$ cat config.mk
export PLATFORM = sky130hd
export DESIGN_NAME = ecc_err_capture
export DESIGN_NICKNAME = d
export VERILOG_FILES = /design/src/rtl/ecap_pkg.sv /design/src/rtl/ecap_sbe_counter.sv /design/src/rtl/ecap_status.sv /design/src/rtl/ecap_capture.sv /design/src/rtl/ecc_err_capture.sv
export SDC_FILE = /design/constraint.sdc
export NUM_CORES = 1
export LEC_CHECK = 0
export ABC_CLOCK_PERIOD_IN_PS = 4700
export BUFFER_PORTS_ARGS = -buffer_cell sky130_fd_sc_hd__clkbuf_2
export CAP_MARGIN = 20
export CELL_PAD_IN_SITES_DETAIL_PLACEMENT = 0
export CELL_PAD_IN_SITES_GLOBAL_PLACEMENT = 2
export CORE_UTILIZATION = 31
export DETAILED_ROUTE_END_ITERATION = 8
export GPL_ROUTABILITY_DRIVEN = 0
export PLACE_DENSITY_LB_ADDON = 0.1
export SLEW_MARGIN = 20
export SYNTH_ARGS = -nofsm -noshare
export SYNTH_HDL_FRONTEND = slang
export SYNTH_SLANG_ARGS = --single-unit
$ cat constraint.sdc
create_clock -name clk -period 4.7 [get_ports clk]
set_clock_uncertainty 0.2 [all_clocks]
set_input_delay 0.47 -clock clk [delete_from_list [all_inputs] [get_ports clk]]
set_output_delay 0.47 -clock clk [all_outputs]
set_load 0.01 [all_outputs]
$ cat src/rtl/ecap_pkg.sv
package ecap_pkg;
   localparam int REG_DW  = 32;
   localparam int REG_AW  = 4;
   localparam int NKIND   = 2;
   localparam int K_SBE   = 0;
   localparam int K_MBE   = 1;
   localparam int THR_LSB = 16;

   typedef enum logic [REG_AW-1:0] {
      RA_STATUS  = 4'd0,
      RA_DISABLE = 4'd1,
      RA_IRQEN   = 4'd2,
      RA_SBECTL  = 4'd3,
      RA_CAP_DHI = 4'd4,
      RA_CAP_DLO = 4'd5,
      RA_CAP_SYN = 4'd6,
      RA_CAP_ALO = 4'd7,
      RA_CAP_AHI = 4'd8
   } reg_addr_e;
endpackage

$ cat src/rtl/ecap_sbe_counter.sv
module ecap_sbe_counter #(
   parameter int CNT_W = 8
) (
   input  logic             clk,
   input  logic             rst_n,
   input  logic             sbe_evt,
   input  logic             wr_en,
   input  logic [CNT_W-1:0] wr_cnt,
   input  logic [CNT_W-1:0] wr_thr,
   output logic [CNT_W-1:0] cnt,
   output logic [CNT_W-1:0] thr,
   output logic             hit
);
   if (CNT_W < 1 || CNT_W > 8) begin : g_bad_cnt
      $error("ecap_sbe_counter: CNT_W must be 1..8");
   end

   logic [CNT_W-1:0] cnt_inc;
   assign cnt_inc = cnt + CNT_W'(1);
   assign hit     = sbe_evt && (thr != '0) && (cnt_inc == thr);

   always_ff @(posedge clk) begin
      if (!rst_n) begin
         cnt <= '0;
         thr <= '0;
      end else if (wr_en) begin
         cnt <= wr_cnt;
         thr <= wr_thr;
      end else if (hit) begin
         cnt <= '0;
      end else if (sbe_evt) begin
         cnt <= cnt_inc;
      end
   end

   AST_HIT_RESTARTS: assert property (@(posedge clk) disable iff (!rst_n)
      (hit && !wr_en) |=> (cnt == '0));
   AST_IDLE_HOLDS: assert property (@(posedge clk) disable iff (!rst_n)
      (!sbe_evt && !wr_en) |=> $stable(cnt));
endmodule

$ cat src/rtl/ecap_status.sv
module ecap_status #(
   parameter int NK      = 2,
   parameter bit IRQ_REG = 1'b0
) (
   input  logic          clk,
   input  logic          rst_n,
   input  logic [NK-1:0] set,
   input  logic [NK-1:0] clr,
   input  logic [NK-1:0] en,
   output logic [NK-1:0] flags,
   output logic          irq
);
   if (NK < 1) begin : g_bad_nk
      $error("ecap_status: NK must be at least 1");
   end

   always_ff @(posedge clk) begin
      if (!rst_n) flags <= '0;
      else        flags <= (flags & ~clr) | set;
   end

   if (IRQ_REG) begin : g_irq_reg
      logic irq_q;
      always_ff @(posedge clk) begin
         if (!rst_n) irq_q <= 1'b0;
         else        irq_q <= |(flags & en);
      end
      assign irq = irq_q;
   end else begin : g_irq_comb
      assign irq = |(flags & en);
   end

   for (genvar k = 0; k < NK; k++) begin : g_chk
      AST_FLAG_STICKY: assert property (@(posedge clk) disable iff (!rst_n)
         (flags[k] && !clr[k]) |=> flags[k]);
      AST_SET_LANDS: assert property (@(posedge clk) disable iff (!rst_n)
         set[k] |=> flags[k]);
   end
endmodule

$ cat src/rtl/ecap_capture.sv
module ecap_capture #(
   parameter int DATA_W  = 64,
   parameter int ADDR_W  = 64,
   parameter int SYN_W   = 16,
   parameter int WIDE_SW = 8
) (
   input  logic              clk,
   input  logic              rst_n,
   input  logic              accept,
   input  logic              pending,
   input  logic              narrow,
   input  logic [DATA_W-1:0] data,
   input  logic [SYN_W-1:0]  syn,
   input  logic [ADDR_W-1:0] addr,
   output logic [DATA_W-1:0] cap_data,
   output logic [SYN_W-1:0]  cap_syn,
   output logic [ADDR_W-1:0] cap_addr
);
   if (WIDE_SW > SYN_W) begin : g_bad_syn
      $error("ecap_capture: WIDE_SW must not exceed SYN_W");
   end

   localparam logic [SYN_W-1:0] WIDE_MASK = SYN_W'((1 << WIDE_SW) - 1);

   logic             load;
   logic [SYN_W-1:0] syn_m;
   assign load  = accept && !pending;
   assign syn_m = narrow ? syn : (syn & WIDE_MASK);

   always_ff @(posedge clk) begin
      if (!rst_n) begin
         cap_data <= '0;
         cap_syn  <= '0;
         cap_addr <= '0;
      end else if (load) begin
         cap_data <= data;
         cap_syn  <= syn_m;
         cap_addr <= addr;
      end
   end

   AST_CAP_FROZEN: assert property (@(posedge clk) disable iff (!rst_n)
      pending |=> ($stable(cap_data) && $stable(cap_addr) && $stable(cap_syn)));
   AST_WIDE_MASKED: assert property (@(posedge clk) disable iff (!rst_n)
      (load && !narrow) |=> ((cap_syn & ~WIDE_MASK) == '0));
endmodule

$ cat src/rtl/ecc_err_capture.sv
module ecc_err_capture
   import ecap_pkg::*;
#(
   parameter int DATA_W  = 64,
   parameter int ADDR_W  = 64,
   parameter int SYN_W   = 16,
   parameter int WIDE_SW = 8,
   parameter int CNT_W   = 8,
   parameter bit IRQ_REG = 1'b0
) (
   input  logic              clk,
   input  logic              rst_n,
   input  logic              reg_wr,
   input  logic [REG_AW-1:0] reg_addr,
   input  logic [REG_DW-1:0] reg_wdata,
   output logic [REG_DW-1:0] reg_rdata,
   input  logic              err_valid,
   input  logic              err_sbe,
   input  logic              err_mbe,
   input  logic [DATA_W-1:0] err_data,
   input  logic [SYN_W-1:0]  err_syndrome,
   input  logic [ADDR_W-1:0] err_addr,
   input  logic              cfg_narrow,
   output logic              irq
);
   if (DATA_W != 2 * REG_DW) begin : g_bad_data
      $error("ecc_err_capture: DATA_W must be two register words");
   end
   if (ADDR_W <= REG_DW || ADDR_W > 2 * REG_DW) begin : g_bad_addr
      $error("ecc_err_capture: ADDR_W must be 33..64");
   end
   if (SYN_W > REG_DW) begin : g_bad_syn
      $error("ecc_err_capture: SYN_W exceeds register width");
   end

   // register write decode
   logic wr_status, wr_dis, wr_en_reg, wr_sbectl;
   assign wr_status = reg_wr && (reg_addr == RA_STATUS);
   assign wr_dis    = reg_wr && (reg_addr == RA_DISABLE);
   assign wr_en_reg = reg_wr && (reg_addr == RA_IRQEN);
   assign wr_sbectl = reg_wr && (reg_addr == RA_SBECTL);

   logic [NKIND-1:0] dis_q, ien_q;
   always_ff @(posedge clk) begin
      if (!rst_n) begin
         dis_q <= '0;
         ien_q <= '0;
      end else begin
         if (wr_dis)    dis_q <= reg_wdata[NKIND-1:0];
         if (wr_en_reg) ien_q <= reg_wdata[NKIND-1:0];
      end
   end

   // accepted events
   logic sbe_evt, mbe_evt;
   assign sbe_evt = err_valid && err_sbe && !dis_q[K_SBE];
   assign mbe_evt = err_valid && err_mbe && !dis_q[K_MBE];

   logic [CNT_W-1:0] sbe_cnt, sbe_thr;
   logic             sbe_hit;
   ecap_sbe_counter #(.CNT_W(CNT_W)) u_cnt (
      .clk    (clk),
      .rst_n  (rst_n),
      .sbe_evt(sbe_evt),
      .wr_en  (wr_sbectl),
      .wr_cnt (reg_wdata[CNT_W-1:0]),
      .wr_thr (reg_wdata[THR_LSB +: CNT_W]),
      .cnt    (sbe_cnt),
      .thr    (sbe_thr),
      .hit    (sbe_hit)
   );

   logic [NKIND-1:0] set_v, clr_v, flags;
   always_comb begin
      set_v        = '0;
      set_v[K_SBE] = sbe_hit;
      set_v[K_MBE] = mbe_evt;
      clr_v        = wr_status ? reg_wdata[NKIND-1:0] : '0;
   end

   ecap_status #(.NK(NKIND), .IRQ_REG(IRQ_REG)) u_stat (
      .clk  (clk),
      .rst_n(rst_n),
      .set  (set_v),
      .clr  (clr_v),
      .en   (ien_q),
      .flags(flags),
      .irq  (irq)
   );

   logic [DATA_W-1:0] cap_data;
   logic [SYN_W-1:0]  cap_syn;
   logic [ADDR_W-1:0] cap_addr;
   ecap_capture #(
      .DATA_W (DATA_W),
      .ADDR_W (ADDR_W),
      .SYN_W  (SYN_W),
      .WIDE_SW(WIDE_SW)
   ) u_cap (
      .clk     (clk),
      .rst_n   (rst_n),
      .accept  (sbe_evt || mbe_evt),
      .pending (|flags),
      .narrow  (cfg_narrow),
      .data    (err_data),
      .syn     (err_syndrome),
      .addr    (err_addr),
      .cap_data(cap_data),
      .cap_syn (cap_syn),
      .cap_addr(cap_addr)
   );

   // read mux
   logic [2*REG_DW-1:0] addr_pad;
   assign addr_pad = (2*REG_DW)'(cap_addr);

   always_comb begin
      reg_rdata = '0;
      unique case (reg_addr)
         RA_STATUS:  reg_rdata[NKIND-1:0] = flags;
         RA_DISABLE: reg_rdata[NKIND-1:0] = dis_q;
         RA_IRQEN:   reg_rdata[NKIND-1:0] = ien_q;
         RA_SBECTL: begin
            reg_rdata[CNT_W-1:0]          = sbe_cnt;
            reg_rdata[THR_LSB +: CNT_W]   = sbe_thr;
         end
         RA_CAP_DHI: reg_rdata = cap_data[DATA_W-1:REG_DW];
         RA_CAP_DLO: reg_rdata = cap_data[REG_DW-1:0];
         RA_CAP_SYN: reg_rdata[SYN_W-1:0] = cap_syn;
         RA_CAP_ALO: reg_rdata = addr_pad[REG_DW-1:0];
         RA_CAP_AHI: reg_rdata = addr_pad[2*REG_DW-1:REG_DW];
         default:    reg_rdata = '0;
      endcase
   end

   logic unused_wdata;
   assign unused_wdata = ^{reg_wdata[REG_DW-1:THR_LSB+CNT_W],
                           reg_wdata[THR_LSB-1:CNT_W]};

   AST_MASKED_MBE: assert property (@(posedge clk) disable iff (!rst_n)
      (err_valid && err_mbe && dis_q[K_MBE] && !flags[K_MBE]) |=> !flags[K_MBE]);
   AST_MASKED_SBE_CNT: assert property (@(posedge clk) disable iff (!rst_n)
      (err_valid && err_sbe && dis_q[K_SBE] && !wr_sbectl) |=> $stable(sbe_cnt));
endmodule

==> metrics.txt, run 1 <==
# TYPE chip_impl_metric gauge
chip_impl_info{name="crit_type",value="in2out"} 1
chip_impl_metric{name="vias",unit=""} 7003
chip_impl_metric{name="max_freq",unit="GHz"} 0.319
chip_impl_metric{name="cts_buffers",unit=""} 17
chip_impl_metric{name="clkSinkCount",unit=""} 166
chip_impl_info{name="final_cell_mix",value="sky130_fd_sc_hd__nand2_1 (354), sky130_fd_sc_hd__clkbuf_2 (202), sky130_fd_sc_hd__dfxtp_1 (166), sky130_fd_sc_hd__a21boi_0 (155), sky130_fd_sc_hd__a22oi_1 (60)"} 1
chip_impl_metric{name="rows",unit=""} 56
chip_impl_metric{name="routedWlPerCell",unit="um"} 17.4
chip_impl_metric{name="worstPathRequired",unit="ns"} 4.03
chip_impl_metric{name="grt_pass1_wl",unit="um"} 38800
chip_impl_metric{name="top_level_ports",unit=""} 220
chip_impl_info{name="layout_commonest_cell",value="sky130_fd_sc_hd__nand2_1"} 1
chip_impl_metric{name="core",unit="mm^2"} 0.0236
chip_impl_metric{name="power.internal",unit="W"} 0.00252
chip_impl_metric{name="post_synth_num_cell_types",unit=""} 45
chip_impl_metric{name="clk-insertion-delay-late",unit="ns"} 0.43
chip_impl_metric{name="postSynthNetCount",unit=""} 1135
chip_impl_metric{name="antenna_found_initial",unit=""} 2
chip_impl_info{name="worst_setup_path_start_kind",value="primary input"} 1
chip_impl_metric{name="final_period_minus_worst_setup_slack",unit="ns"} 3.13
chip_impl_metric{name="drt.antenna.violating_nets",unit=""} 0
chip_impl_metric{name="power.share.sequential",unit="%"} 44.9
chip_impl_metric{name="timing.slew.headroom",unit="%"} 29.8
chip_impl_metric{name="ys_seq_area_share",unit="%"} 44.2
chip_impl_info{name="holdCritStartpoint",value="err_addr[52]"} 1
chip_impl_metric{name="grt_start_max_net_pins",unit=""} 100
chip_impl_info{name="tritoncts",value="yes"} 1
chip_impl_metric{name="post_synth_inst_count",unit=""} 947
chip_impl_info{name="cp-end-kind",value="primary output"} 1
chip_impl_info{name="cts_root_buffer_type",value="sky130_fd_sc_hd__clkbuf_16"} 1
chip_impl_metric{name="drc_errors",unit=""} 0
chip_impl_info{name="outcome",value="finished clean"} 1
chip_impl_metric{name="clock_share_of_power",unit="%"} 44.3
chip_impl_metric{name="dr.first_iter.drc_count",unit=""} 482
chip_impl_metric{name="vdd_ir_drop_max",unit="uV"} 155
chip_impl_metric{name="timing.final.crit_share",unit="%"} 66.6
chip_impl_info{name="r2r_start",value="u_cnt.cnt[0]$_SDFFE_PN0P_"} 1
chip_impl_info{name="hold_path_end",value="u_cap.cap_addr[52]$_SDFFE_PN0P_"} 1
chip_impl_metric{name="final_hold_viol_count",unit=""} 0
chip_impl_metric{name="drive_above_1_share",unit="%"} 23.8
chip_impl_metric{name="start_util",unit="%"} 31.9
chip_impl_info{name="setup_repair_after_global_routing_missed_its_margin",value="no"} 1
chip_impl_metric{name="yosysWarnings",unit=""} 0
chip_impl_metric{name="design.die.area",unit="mm^2"} 0.0249
chip_impl_metric{name="cap_violations",unit=""} 0
chip_impl_metric{name="die_y",unit="um"} 158
chip_impl_metric{name="cp.arrival",unit="ns"} 2.46
chip_impl_metric{name="min_path_cells",unit=""} 3
chip_impl_metric{name="tns",unit="ns"} 0
chip_impl_metric{name="p_comb_share",unit="%"} 10.8
chip_impl_metric{name="number_of_synthesized_flops_with_an_enable_pin",unit=""} 0
chip_impl_metric{name="ff2ff_setup_slack",unit="ns"} 1.85
chip_impl_metric{name="maxSlewViolCount",unit=""} 0
chip_impl_info{name="hold_class",value="in2reg"} 1
chip_impl_metric{name="worst_pin_slew",unit="ns"} 1.05
chip_impl_metric{name="grt_overflow",unit=""} 0
chip_impl_metric{name="cts_resized",unit=""} 0
chip_impl_metric{name="drt_pass1_iterations",unit=""} 7
chip_impl_metric{name="setup_failing_eps_final",unit=""} 0
chip_impl_info{name="ys.flop_type",value="sky130_fd_sc_hd__dfxtp_1"} 1
chip_impl_info{name="worst_r2r_endpoint",value="u_cnt.cnt[1]$_SDFFE_PN0P_"} 1
chip_impl_metric{name="power-per-cell-area",unit="mW/mm^2"} 362
chip_impl_metric{name="async_flop_share",unit="%"} 0
chip_impl_metric{name="die_w",unit="um"} 158
chip_impl_metric{name="p_sw",unit="W"} 0.000906
chip_impl_metric{name="static-leakage-power",unit="nW"} 3.89
chip_impl_metric{name="areaGrowthSynthToFinish",unit="%"} 25.6
chip_impl_metric{name="vias_per_cell",unit=""} 4.86
chip_impl_metric{name="clk_transition_reported_paths",unit="ns"} 0.07
chip_impl_metric{name="numPortBuffers",unit=""} 203
chip_impl_metric{name="htree_levels",unit=""} 4
chip_impl_metric{name="dpl.hpwl",unit="um"} 16900
chip_impl_metric{name="totalWireLength",unit="um"} 25100
chip_impl_metric{name="postSynthRegisterBits",unit=""} 166
chip_impl_metric{name="synth_area",unit="mm^2"} 0.00752
chip_impl_metric{name="ff2ff_path_depth",unit=""} 8
chip_impl_metric{name="cts_setup_buffers",unit=""} 0
chip_impl_metric{name="groute.usage.overall",unit="%"} 20.7
chip_impl_metric{name="clock_path_buffers",unit=""} 2
chip_impl_metric{name="synth.avg_cell_area",unit="um^2"} 7.94
chip_impl_metric{name="switching_share",unit="%"} 26.5
chip_impl_metric{name="critical_path_peak_fanout",unit=""} 20
chip_impl_metric{name="power",unit="W"} 0.00342
chip_impl_metric{name="num-nets-final",unit=""} 1297
chip_impl_metric{name="post_cts_hold_buffer_count",unit=""} 0
chip_impl_metric{name="insertedDiodeCount",unit=""} 0
chip_impl_metric{name="grt_pass1_vias",unit=""} 6707
==> worst max-delay path: stages <==
cell and delay (ns):
sky130_fd_sc_hd__clkbuf_2 0.24, sky130_fd_sc_hd__nand2b_1 0.26, sky130_fd_sc_hd__nor2_4 0.66, sky130_fd_sc_hd__buf_4 0.35, sky130_fd_sc_hd__a222oi_1 0.11, sky130_fd_sc_hd__o311ai_0 0.15, sky130_fd_sc_hd__clkbuf_2 0.20
==> worst max path at each step <==
stage / end / cells after the start / startpoint / slack (ns)
floorplan: reg_rdata[10] / 7 / reg_addr[2] / 2.16
global placement: reg_rdata[14] / 6 / reg_addr[1] / 1.55
detailed placement: reg_rdata[14] / 6 / reg_addr[2] / 1.56
CTS: reg_rdata[14] / 6 / reg_addr[2] / 1.55
global route: reg_rdata[0] / 7 / reg_addr[2] / 1.41
finish: reg_rdata[0] / 7 / reg_addr[2] / 1.57
==> registers in the layout, summed over array words and instances, names as in the netlist <==
name	count
u_cnt.cnt	8
u_cap.cap_data	64
u_cnt.thr	8
dis_q	2
ien_q	2
u_cap.cap_syn	16
u_cap.cap_addr	64
u_stat.flags	2
==> routing by layer <==
metal,vias up,GRT usage (%),wire [um]
met4,4,5.59,350
li1,3566,-,-
met3,25,4.79,1220
met5,-,0,24
met1,3257,28.6,12200
met2,151,32.2,11200
==> layout make-up <==
| class | instances | area [um^2] |
|---|---|---|
| fillers | 2589 | 14200 |
| multi-input cells | 701 | 3950 |
| flip-flops and latches | 166 | 3320 |
| repair buffers | 218 | 1130 |
| clock buffers | 19 | 453 |
| well taps | 319 | 399 |
| clock inverters | 13 | 179 |
| inverters | 5 | 18.8 |
==> cells by family (layout without fill, tap and decap cells) <==
| family | count (synthesis) | after routing | share of synthesized area, % |
|---|---|---|---|
| adder cells (fa/ha/maj) | 1 | 1 | 0.166 |
| flip-flops | 166 | 166 | 44.2 |
| buffers and inverters | 80 | 255 | 4.12 |
| AO/OA/AOI/OAI | 252 | 252 | 26.0 |
| AND/OR/NAND/NOR | 431 | 431 | 23.4 |
| XOR/XNOR | 11 | 11 | 1.28 |
| multiplexers | 6 | 6 | 0.865 |
==> cell usage after synthesis, drive strengths merged, types with 6 or more instances <==
| cell type | number | area [um^2] |
|---|---|---|
| clkbuf | 65 | 244 |
| a22oi | 60 | 450 |
| nor3 | 7 | 46.3 |
| xor2 | 6 | 52.6 |
| nor2 | 12 | 47.6 |
| nand2 | 354 | 1330 |
| buf | 10 | 47.6 |
| a222oi | 7 | 70.1 |
| nand3 | 40 | 210 |
| a21boi | 156 | 1170 |
| a32o | 7 | 70.1 |
| dfxtp | 166 | 3320 |
==> per-stage QoR <==
step,util [%],hold WS (ns),setup WS (ns),cell area [um^2],instances
floorplan,-,0.240,2.16,7520,947
global placement,37.3,0.252,1.55,8820,1409
detailed placement,37.3,0.259,1.56,8820,1409
CTS,40.0,0.0428,1.55,9450,1441
global route,40.0,0.0452,1.41,9450,1441
finish,40.0,0.0563,1.57,9450,1441
==> power by group through the flow <==
stage / combinational, W / sequential (W) / clock, W
after detailed placement: 0.000377 / 0.00157 / 0
final: 0.000369 / 0.00154 / 0.00152
after global placement: 0.000375 / 0.00157 / 0
after floorplan: 0.000219 / 0.00155 / 0
after CTS: 0.000379 / 0.00154 / 0.00156
after global routing: 0.000419 / 0.00155 / 0.00162
No activity file was read; power rests on OpenSTA's default activity.
==> run 2, diff against run 1 <==
ABC_AREA = 1   (was unset)
ABC_CLOCK_PERIOD_IN_PS = 2600   (was 4700)
CORE_UTILIZATION = 25   (was 31)
clock period = 2.6 ns   (was 4.7 ns; I/O delays follow)
==> metrics.txt, run 2 <==
# TYPE chip_impl_metric gauge
chip_impl_metric{name="cap_violations",unit=""} 0
chip_impl_metric{name="design.die.area",unit="mm^2"} 0.0296
chip_impl_info{name="tritoncts",value="yes"} 1
chip_impl_metric{name="clkSinkCount",unit=""} 166
chip_impl_metric{name="postLayoutCoreUtil",unit="%"} 38.7
chip_impl_metric{name="start_util",unit="%"} 25.7
chip_impl_metric{name="grt_overflow",unit=""} 0
chip_impl_metric{name="postSynthRegisterBits",unit=""} 166
chip_impl_info{name="post_synth_main_area_contributors",value="sky130_fd_sc_hd__dfxtp_1 (46%), sky130_fd_sc_hd__nor2_1 (15%), sky130_fd_sc_hd__o21ai_0 (8.7%)"} 1
chip_impl_metric{name="maxSlewViolCount",unit=""} 0
chip_impl_metric{name="setup_failing_eps_final",unit=""} 0
chip_impl_metric{name="num-nets-final",unit=""} 1574
chip_impl_metric{name="static-leakage-power",unit="nW"} 4.72
chip_impl_metric{name="antenna_found_initial",unit=""} 2
chip_impl_metric{name="power.share.sequential",unit="%"} 43.5
chip_impl_metric{name="postSynthNetCount",unit=""} 1237
chip_impl_metric{name="async_flop_share",unit="%"} 0
chip_impl_metric{name="setup_slack",unit="ns"} 0.215
chip_impl_metric{name="cp.arrival",unit="ns"} 1.93
chip_impl_info{name="cp-end-kind",value="primary output"} 1
chip_impl_metric{name="clk-insertion-delay-late",unit="ns"} 0.43
chip_impl_metric{name="placement.setup.worst_slack",unit="ns"} 0.181
chip_impl_metric{name="p_sw",unit="W"} 0.00183
chip_impl_metric{name="grt_pass1_vias",unit=""} 7761
chip_impl_metric{name="area_share_of_the_largest_cell_type_after_synthesis",unit="%"} 46.0
chip_impl_info{name="hold_class",value="in2reg"} 1
chip_impl_metric{name="worstPathRequired",unit="ns"} 2.14
chip_impl_metric{name="routedWlPerCell",unit="um"} 15.8
chip_impl_metric{name="vias",unit=""} 7873
chip_impl_metric{name="timing.final.crit_share",unit="%"} 91.7
chip_impl_metric{name="power.internal",unit="W"} 0.00480
chip_impl_info{name="setup_repair_after_global_routing_missed_its_margin",value="yes"} 1
chip_impl_metric{name="die_w",unit="um"} 172
chip_impl_info{name="outcome",value="finished clean"} 1
chip_impl_metric{name="timing.slew.headroom",unit="%"} 51.1
chip_impl_metric{name="rows",unit=""} 61
chip_impl_metric{name="parity_gate_share_of_the_synthesized_area_counting_xor_and_xnor_cells",unit="%"} 0.121
chip_impl_metric{name="dr.first_iter.drc_count",unit=""} 291
chip_impl_metric{name="dpl.hpwl",unit="um"} 20000
chip_impl_metric{name="layout.cell_area.non_filler",unit="mm^2"} 0.0109
chip_impl_info{name="synth_largest_area_cell",value="sky130_fd_sc_hd__dfxtp_1"} 1
chip_impl_metric{name="critical_path_peak_fanout",unit=""} 10
chip_impl_info{name="layout_commonest_cell",value="sky130_fd_sc_hd__nor2_1"} 1
chip_impl_metric{name="totalWireLength",unit="um"} 28100
chip_impl_metric{name="synth.avg_cell_area",unit="um^2"} 6.89
chip_impl_metric{name="core",unit="mm^2"} 0.0281
chip_impl_metric{name="post_synth_fa_ha_maj_area_fraction",unit="%"} 0.173
chip_impl_metric{name="final_hold_viol_count",unit=""} 0
chip_impl_metric{name="drt.antenna.violating_nets",unit=""} 0
chip_impl_metric{name="numPortBuffers",unit=""} 203
chip_impl_metric{name="power-per-cell-area",unit="mW/mm^2"} 610
chip_impl_info{name="post_synth_most_frequent_cells",value="sky130_fd_sc_hd__nor2_1 (292), sky130_fd_sc_hd__dfxtp_1 (166), sky130_fd_sc_hd__nand2_1 (160), sky130_fd_sc_hd__o21ai_0 (125), sky130_fd_sc_hd__nand3_1 (52)"} 1
chip_impl_metric{name="groute.usage.overall",unit="%"} 19.2
chip_impl_metric{name="synthesized_area_fraction_occupied_by_ao_oa_aoi_and_oai_cells",unit="%"} 18.0
chip_impl_info{name="top_regs",value="u_cap.cap_addr (64), u_cap.cap_data (64), u_cap.cap_syn (16)"} 1
chip_impl_metric{name="top_level_ports",unit=""} 220
chip_impl_metric{name="clock_path_buffers",unit=""} 2
chip_impl_metric{name="cts_resized",unit=""} 0
chip_impl_metric{name="max_freq",unit="GHz"} 0.419
chip_impl_metric{name="clock_share_of_power",unit="%"} 40.7
chip_impl_metric{name="worst_pin_slew",unit="ns"} 0.730
chip_impl_info{name="final_cell_mix",value="sky130_fd_sc_hd__nor2_1 (292), sky130_fd_sc_hd__clkbuf_2 (202), sky130_fd_sc_hd__dfxtp_1 (166), sky130_fd_sc_hd__nand2_1 (160), sky130_fd_sc_hd__dlygate4sd3_1 (154)"} 1
chip_impl_metric{name="vdd_ir_drop_max",unit="uV"} 370
chip_impl_info{name="crit_type",value="in2out"} 1
chip_impl_info{name="cts_root_buffer_type",value="sky130_fd_sc_hd__clkbuf_16"} 1
chip_impl_info{name="synth.most_common_cell",value="sky130_fd_sc_hd__nor2_1"} 1
chip_impl_metric{name="grt_start_max_net_pins",unit=""} 78
chip_impl_metric{name="synth_simple_gate_area_share",unit="%"} 28.9
chip_impl_metric{name="post_synth_inst_count",unit=""} 1049
chip_impl_metric{name="minimum_hold_slack",unit="ns"} 0.0222
chip_impl_metric{name="htree_levels",unit=""} 4
chip_impl_metric{name="grt_pass1_wl",unit="um"} 42700
chip_impl_metric{name="p_comb_share",unit="%"} 15.8
chip_impl_metric{name="post_synth_num_cell_types",unit=""} 24
chip_impl_info{name="worst_setup_path_start_kind",value="primary input"} 1
chip_impl_metric{name="yosysWarnings",unit=""} 0
chip_impl_metric{name="vias_per_cell",unit=""} 4.43
chip_impl_metric{name="drt_pass1_iterations",unit=""} 7
chip_impl_metric{name="final_period_minus_worst_setup_slack",unit="ns"} 2.39
chip_impl_metric{name="drive_above_1_share",unit="%"} 19.5
chip_impl_info{name="synth_top_family_by_area",value="simple AND/OR/NAND/NOR gates"} 1
chip_impl_metric{name="clk_transition_reported_paths",unit="ns"} 0.06
chip_impl_info{name="ys.flop_type",value="sky130_fd_sc_hd__dfxtp_1"} 1
chip_impl_metric{name="synth_area",unit="mm^2"} 0.00723
chip_impl_metric{name="drc_errors",unit=""} 0
chip_impl_metric{name="areaGrowthSynthToFinish",unit="%"} 50.4
chip_impl_metric{name="placedInstanceArea",unit="mm^2"} 0.00871
chip_impl_metric{name="switching_share",unit="%"} 27.5
chip_impl_metric{name="muxShareOfSynthArea",unit="%"} 0
chip_impl_metric{name="number_of_synthesized_flops_with_an_enable_pin",unit=""} 0
chip_impl_metric{name="die_y",unit="um"} 172
chip_impl_metric{name="ys_seq_area_share",unit="%"} 46.0
chip_impl_metric{name="cts_buffers",unit=""} 17
chip_impl_metric{name="fillerInstances",unit=""} 3110
run 2: layout make-up:
| type | instances | area (um^2) | share of cell area, % |
|---|---|---|---|
| multi-input combinational | 762 | 3410 | 31.4 |
| sequential | 166 | 3320 | 30.6 |
| timing repair buffer | 383 | 2830 | 26.0 |
| tap | 378 | 473 | 4.35 |
| clock buffer | 18 | 439 | 4.04 |
| inverter | 56 | 213 | 1.96 |
| clock inverter | 13 | 169 | 1.55 |
| antenna | 2 | 5.00 | 0.0461 |
run 2: metrics by stage:
step,TNS (ns),total power (W),cells
floorplan,0,0.00344,1049
global placement,0,0.00382,1591
detailed placement,0,0.00383,1591
CTS,0,0.00673,1776
global route,-0.0286,0.00697,1777
finish,0,0.00663,1778
run 2: kinds of logic after synthesis:
kind of cell               count (synthesis)
DFF                                      166
AOI/OAI and AO/OA                        239
adders and majority gates                  1
buffers and inverters                    121
xor gates and xnor gates                   1
and+or+nand+nor                          521
run 2: critical path, cell delays in order:
cell	delay, ns
sky130_fd_sc_hd__clkbuf_2	0.11
sky130_fd_sc_hd__nor2_1	0.30
sky130_fd_sc_hd__nand2_1	0.09
sky130_fd_sc_hd__inv_1	0.36
sky130_fd_sc_hd__buf_4	0.27
sky130_fd_sc_hd__nand2_1	0.06
sky130_fd_sc_hd__o21ai_0	0.15
sky130_fd_sc_hd__a221oi_1	0.09
sky130_fd_sc_hd__nand2_1	0.09
sky130_fd_sc_hd__clkbuf_2	0.13
run 2: metal layers:
layer | part of all wire [%] | track usage (%) | vias to the layer above
met5 | 0 | 0 | -
met4 | 0.73 | 3.96 | 0
met3 | 4.2 | 4.17 | 12
met2 | 46 | 31.6 | 153
met1 | 49 | 25.7 | 3600
li1 | - | - | 4108
run 2: worst paths after layout:
check	startpoint	to	slack (ns)	cells after the start
hold / removal	err_addr[38]	u_cap.cap_addr[38]$_SDFFE_PN0P_	0.02	3
setup / recovery	reg_addr[1]	reg_rdata[22]	0.21	10
setup reg to reg	u_cnt.cnt[0]$_SDFFE_PN0P_	u_cnt.cnt[2]$_SDFFE_PN0P_	0.44	10
hold reg to reg	u_cap.cap_addr[11]$_SDFFE_PN0P_	u_cap.cap_addr[11]$_SDFFE_PN0P_	0.26	2
run 2: power groups by stage:
stage	Clock [W]	Combinational [W]	Sequential (W)
6_report	0.00270	0.00105	0.00288
3_3_place_gp	0	0.000877	0.00294
5_1_grt	0.00287	0.00119	0.00291
4_1_cts	0.00278	0.00107	0.00289
3_5_place_dp	0	0.000881	0.00294
2_1_floorplan	0	0.000528	0.00291
run 2: repair_timing:
item                       CTS  global route
hold buffers               154             0
setup buffers                0             0
hold endpoints to repair   155             0
setup endpoints to repair    0             1
